**config.mk**
```make
export PLATFORM = sky130hd
export DESIGN_NAME = hb_interlock
export DESIGN_NICKNAME = d
export VERILOG_FILES = /design/src/rtl/hb_pkg.sv /design/src/rtl/hb_dead_timer.sv /design/src/rtl/hb_phase_gate.sv /design/src/rtl/hb_interlock.sv
export SDC_FILE = /design/constraint.sdc
export NUM_CORES = 1
export LEC_CHECK = 0
export CORE_ASPECT_RATIO = 1.4
export CORE_UTILIZATION = 56
export DETAILED_ROUTE_END_ITERATION = 12
export MAX_ROUTING_LAYER = met4
export PLACE_DENSITY = 0.86
export SLEW_MARGIN = 15
export SYNTH_ARGS = -nofsm -noshare
export SYNTH_HDL_FRONTEND = slang
export SYNTH_SLANG_ARGS = --single-unit
```
**constraint.sdc**
```tcl
create_clock -name clk -period 2.4 [get_ports clk]
set_input_delay 0.36 -clock clk [delete_from_list [all_inputs] [get_ports clk]]
set_output_delay 0.36 -clock clk [all_outputs]
set_load 0.1 [all_outputs]
```
**src/rtl/hb_pkg.sv**
```systemverilog
package hb_pkg;

  // Width of a counter that must hold values 0..n.
  function automatic int unsigned cnt_width(input int unsigned n);
    return (n < 1) ? 1 : $clog2(n + 1);
  endfunction

  // Gating decision for one phase: returns {hi_next, lo_next}.
  function automatic logic [1:0] gate_pair(input logic uv_ok,
                                           input logic rq_hi,
                                           input logic rq_lo,
                                           input logic fl_hi,
                                           input logic fl_lo);
    logic contest;
    contest = rq_hi & rq_lo & ~fl_hi & ~fl_lo;
    if (!uv_ok || contest) return 2'b00;
    return {rq_hi & ~fl_lo, rq_lo & ~fl_hi};
  endfunction

endpackage

```
**src/rtl/hb_dead_timer.sv**
```systemverilog
module hb_dead_timer #(
  parameter int unsigned DEAD_TICKS = 2
) (
  input  logic clk,
  input  logic rst_n,
  input  logic tick,
  input  logic drv,
  output logic fall,
  output logic busy
);
  localparam int unsigned CW = hb_pkg::cnt_width(DEAD_TICKS);

  logic          drv_d;
  logic [CW-1:0] cnt;

  assign fall = drv_d & ~drv;
  assign busy = drv | fall | (cnt != '0);

  always_ff @(posedge clk) begin
    if (!rst_n) begin
      drv_d <= 1'b0;
      cnt   <= '0;
    end else begin
      drv_d <= drv;
      if (fall)
        cnt <= CW'(DEAD_TICKS);
      else if (drv)
        cnt <= '0;
      else if (tick && cnt != '0)
        cnt <= cnt - CW'(1);
    end
  end
endmodule

```
**src/rtl/hb_phase_gate.sv**
```systemverilog
module hb_phase_gate #(
  parameter int unsigned DEAD_TICKS = 2
) (
  input  logic clk,
  input  logic rst_n,
  input  logic tick,
  input  logic uv_ok,
  input  logic rq_hi,
  input  logic rq_lo,
  output logic drv_hi,
  output logic drv_lo,
  output logic flag_hi,
  output logic flag_lo
);
  logic [1:0] nxt;
  logic       fall_hi, fall_lo;

  assign nxt = hb_pkg::gate_pair(uv_ok, rq_hi, rq_lo, flag_hi, flag_lo);

  always_ff @(posedge clk) begin
    if (!rst_n) begin
      drv_hi <= 1'b0;
      drv_lo <= 1'b0;
    end else begin
      drv_hi <= nxt[1];
      drv_lo <= nxt[0];
    end
  end

  hb_dead_timer #(.DEAD_TICKS(DEAD_TICKS)) hi_tmr_i (
    .clk(clk), .rst_n(rst_n), .tick(tick), .drv(drv_hi),
    .fall(fall_hi), .busy(flag_hi)
  );

  hb_dead_timer #(.DEAD_TICKS(DEAD_TICKS)) lo_tmr_i (
    .clk(clk), .rst_n(rst_n), .tick(tick), .drv(drv_lo),
    .fall(fall_lo), .busy(flag_lo)
  );
endmodule

```
**src/rtl/hb_interlock.sv**
```systemverilog
module hb_interlock #(
  parameter int unsigned NUM_PHASES = 3,
  parameter int unsigned DEAD_TICKS = 2
) (
  input  logic                  clk,
  input  logic                  rst_n,
  input  logic                  pwm_tick,
  input  logic                  uvlo_ok,
  input  logic [NUM_PHASES-1:0] req_hi,
  input  logic [NUM_PHASES-1:0] req_lo,
  output logic [NUM_PHASES-1:0] drv_hi,
  output logic [NUM_PHASES-1:0] drv_lo
);
  // Dead-time flags, named for the bound checker.
  logic [NUM_PHASES-1:0] flag_hi;
  logic [NUM_PHASES-1:0] flag_lo;

  for (genvar p = 0; p < NUM_PHASES; p++) begin : g_phase
    hb_phase_gate #(.DEAD_TICKS(DEAD_TICKS)) gate_i (
      .clk    (clk),
      .rst_n  (rst_n),
      .tick   (pwm_tick),
      .uv_ok  (uvlo_ok),
      .rq_hi  (req_hi[p]),
      .rq_lo  (req_lo[p]),
      .drv_hi (drv_hi[p]),
      .drv_lo (drv_lo[p]),
      .flag_hi(flag_hi[p]),
      .flag_lo(flag_lo[p])
    );
  end
endmodule

```
# Yosys cells after proc, flatten, opt, wreduce, memory -nomap -nowiden

Cells that the tools add are included.

$add $sub $neg: 6
Multipliers: 0
Div/mod/pow operators: 0
Order comparisons: 0
Equal/unequal tests: 0
Shift operators: 0
Mux-type cells: 27
Bitwise operators: 46
Reductions and logical operators: 28

Operators with widths:

| operator                                                           | count |
|---|---|
| 2-bit 2-to-1 mux                                                   | 24 |
| 1-bit AND                                                          | 21 |
| 3-bit nonzero test                                                 | 6 |
| 3-bit OR reduction                                                 | 6 |
| 1-bit inverter                                                     | 13 |
| 1-bit bitwise OR                                                   | 12 |
| 2-bit nonzero test                                                 | 6 |
| 2-bit by 1-bit subtractor with 2-bit output, second input constant | 6 |
| 1-bit logical AND                                                  | 6 |
| 1-bit logical OR                                                   | 3 |
| 1-bit 2-to-1 mux                                                   | 3 |
| 1-bit logical NOT                                                  | 1 |

Bits in registers: 24
Latch bits: 0
Bits in writable memories: 0
ROM bits: 0
Input port bits: 10
Output and inout bits: 6
Word-level logic and storage cells: 131
Memories: 0

# Longest topological paths before layout

Depth in word-level cells: 10
Depth in mapped cells: 5
Gate-level depth less buffers: 5

# By module

Synthesis repeated with hierarchy kept, for this count alone.

Cells, all modules: 123
Area, all modules: 1234.9 µm²

By module, submodules not included:

| module        | times used | cells each | area an instance (µm²) | sequential area each (µm²) |
|---|---|---|---|---|
| hb_dead_timer | 6          | 17         | 163.9                  | 60.1 |
| hb_phase_gate | 3          | 7          | 83.8                   | 40.0 |

# Worst setup path before layout

No wires, ideal clock.

Path kind: reg-to-reg
From: register g_phase[2].gate_i.lo_tmr_i.cnt[0]
To: register g_phase[2].gate_i.lo_tmr_i.cnt[1]
Library setup time: 0.116 ns
Data arrival time: 1.028 ns
Data required time: 2.284 ns
Setup slack: 1.256 ns
Stages on the path, launching flop included: 6
Buffers on the path: 0
Period minus slack after synthesis: 1.144 ns
Path through: dfxtp_1 -> inv_1 -> ha_1 -> and2b_2 -> mux2i_1 -> o211a_1

Longest elaborated chain between the ends: 4
Elaborated cells on any way between the ends: 7
Classes of those cells: 1 x add/sub; 3 x mux; 3 x reduce/logical

RTL lines:

| what                                        | line                | text |
|---|---|---|
| start, declared                             | hb_dead_timer.sv:14 | `logic [CW-1:0] cnt;` |
| start signal, assigned                      | hb_dead_timer.sv:26 | `cnt <= CW'(DEAD_TICKS);` |
| start signal, assigned                      | hb_dead_timer.sv:30 | `cnt <= cnt - CW'(1);` |
| 2-bit by 1-bit subtractor with 2-bit output | hb_dead_timer.sv:30 |  |
| 2-bit 2-to-1 mux                            | hb_dead_timer.sv:29 | `else if (tick && cnt != '0)` |
| 2-bit 2-to-1 mux                            | hb_dead_timer.sv:27 | `else if (drv)` |
| 2-bit 2-to-1 mux                            | hb_dead_timer.sv:25 | `if (fall)` |

Several ways; a longest one is shown, not always the timed one. The select of a mux whose other input is x is not followed.
A chain may end at the register's enable or synchronous reset.

==> out/results.ini <==
[power]
power_density_nw_per_um2 = 727.0
p_leak_nw = 0.5199
total_power_uw = 898.8
max-vdd-ir-drop_v = 0.0005099

[floorplanning]
start_util_pct = 60.42
io_pins = 16
rows = 18
die_area_sq_um = 2127
die_h_um = 54.17
dieWidth_um = 39.26
coreArea_sq_um = 1802

[synthesis]
synth.distinct_cells = 19
syn_nets = 123
netlist_area_sq_um = 1089
syn_area_per_cell_sq_um = 10.17
ys_ff_latch = 24
seq_area_frac_synth_pct = 44.14
yosysWarnings = 0
synth_cells = 107

[cts]
h-tree-depth = 1
cts_tree = built
clkSlewWorstSetupHoldPaths_ns = 0.12
clockRootBuffer = clkbuf_4
post_cts_resized = 0
cts_made_buffers = 3
postCtsSetupRepairBufs = 0
clock_latency_ns = 0.31
clock_path_buffers = 2
clock_sinks = 24
hold_buffers = 0

[worst_setup_path]
cp-start-kind = primary input
ff2ff_setup_slack_ns = 1.13
reg2reg_from = g_phase[1].gate_i.lo_tmr_i.cnt[0]
worst_r2r_endpoint = g_phase[1].gate_i.lo_tmr_i.cnt[0]
cp.required_ns = 2.66
end_kind = flop
worstPathArrival_ns = 1.68
r2r_cells = 5
cp_max_fo = 19
criticalPathCategory = in2reg

[global_routing]
grt_usage_pct = 18.09
grt.overflow.total = 0
grt_pass1_vias = 648
antenna_found_initial = 0
grt_max_degree = 20
grt_pass1_wl_um = 2525

[min_path]
min_path_type = reg2reg
hold_depth = 1
holdPathEnd = g_phase[2].gate_i.hi_tmr_i.cnt[0]
worstHoldStart = g_phase[2].gate_i.hi_tmr_i.drv_d

[detailed_routing]
drc = 0
vias_per_cell = 5.237
final_antenna_net_count = 0
wl_um = 1676
wire_per_inst_um = 12.06
drtPass1Iterations = 4
vias = 728
drt_iter0_markers = 6

[layout]
layout_common_cells = dfxtp_1, inv_1, clkdlybuf4s50_1
final_common_cell = dfxtp_1
antenna_cells = 0
num-fill-cells = 149
nNetsFinal = 136
syn_to_final_growth_pct = 13.56
drive_gt1_share_pct = 13.45

[sta]
finalClockSkew_ns = 0.0006152
maxClockFrequency_mhz = 705.0
hold_violations = 0
hold_slack_ns = 0.4535
fin_crit_sh_pct = 59.10
slew_violations = 0
worst_pin_slew_ns = 0.5418
setup_slack_ns = 0.9815
period_minus_slack_ns = 1.419
max-slew-margin-rel_pct = 63.77
setup_viol = 0
tns_ns = 0
rsz0062_at_grt = no

[place]
post-place-ws_ns = 0.6590
port-buffer-count = 15
hpwl_um = 1248
gp_congestion = 0.7087

[run]
maxCapViolCount = 0

[run_status]
status = finished, final reports clean

-- area by class of cell --
cell class / instances / area [sq um] / area share, %
Multi-Input combinational cell: 58 / 491.7 / 39.78
Tap cell: 20 / 25.02 / 2.024
Timing Repair Buffer: 15 / 135.1 / 10.93
Inverter: 18 / 67.56 / 5.466
Sequential cell: 24 / 480.5 / 38.87
Clock buffer: 4 / 36.28 / 2.935
-- metal layers --
layer  global-route usage, %  share of wire, %  up-vias
met1                   20.52                46      334
met4                   8.621               1.6        0
met2                   29.72                48       20
li1                        -                 -      372
met5                       -                 0        -
met3                   3.719               4.2        2
-- flip-flops by register name, indices dropped and copies added, names as in the netlist --
name                           cells
g_phase.gate_i.lo_tmr_i.cnt        6
g_phase.gate_i.drv_hi              3
g_phase.gate_i.hi_tmr_i.drv_d      3
g_phase.gate_i.hi_tmr_i.cnt        6
g_phase.gate_i.drv_lo              3
g_phase.gate_i.lo_tmr_i.drv_d      3
-- synth_stat cells, drive strengths merged --
| library cell | n | area share, % |
|---|---|---|
| nor3b | 4 | 2.8 |
| nor2 | 3 | 1.0 |
| nor3 | 1 | 0.46 |
| mux2i | 6 | 5.5 |
| o211a | 6 | 5.5 |
| and2 | 6 | 3.4 |
| nor4b | 6 | 4.8 |
| buf | 6 | 4.1 |
| and3b | 1 | 0.80 |
| xnor2 | 6 | 4.8 |
| nand3 | 3 | 1.4 |
| and2b | 6 | 4.8 |
| inv | 18 | 6.2 |
| nand4b | 2 | 1.6 |
| dfxtp | 24 | 44 |
| clkbuf | 1 | 0.34 |
| nand2 | 1 | 0.34 |
| nor4bb | 1 | 0.92 |
| ha | 6 | 6.9 |
-- cells by family (layout without fill, tap and decap cells) --
family	after synthesis	count (layout)	synth area share [%]
simple gates	34	34	22.41
xor+xnor	6	6	4.828
mux	6	6	5.517
buf+inv	25	37	10.69
fa+ha+maj	6	6	6.896
compound gates	6	6	5.517
flops	24	24	44.14
-- through the flow --
step	cells	instance area (sq um)	util, %
global placement	135	1200	66.60
finish	139	1236	68.61
CTS	139	1236	68.61
detailed placement	135	1200	66.60
floorplan	107	1089	-
global route	139	1236	68.61
-- worst max-delay path: stages --
cell,delay [ns]
clkdlybuf4s50_1,0.81
nand2_1,0.25
and3b_1,0.26
-- power by group --
group / switching (mW) / internal (mW) / total, mW
clock: 0.113 / 0.0927 / 0.206
combinational: 0.127 / 0.112 / 0.239
sequential: 0.0202 / 0.434 / 0.454
total: 0.260 / 0.638 / 0.899
-- worst max-delay path by stage --
stage,startpoint,to,slack (ns)
finish,rst_n,g_phase[0].gate_i.drv_hi,0.98
global route,rst_n,g_phase[2].gate_i.drv_lo,0.89
CTS,g_phase[1].gate_i.drv_lo,drv_lo[1],0.98
detailed placement,rst_n,g_phase[0].gate_i.drv_lo,0.66
global placement,rst_n,g_phase[0].gate_i.drv_hi,0.70
floorplan,g_phase[2].gate_i.lo_tmr_i.cnt[0],g_phase[2].gate_i.lo_tmr_i.cnt[1],1.26
Power figures use the tool's default switching activity.
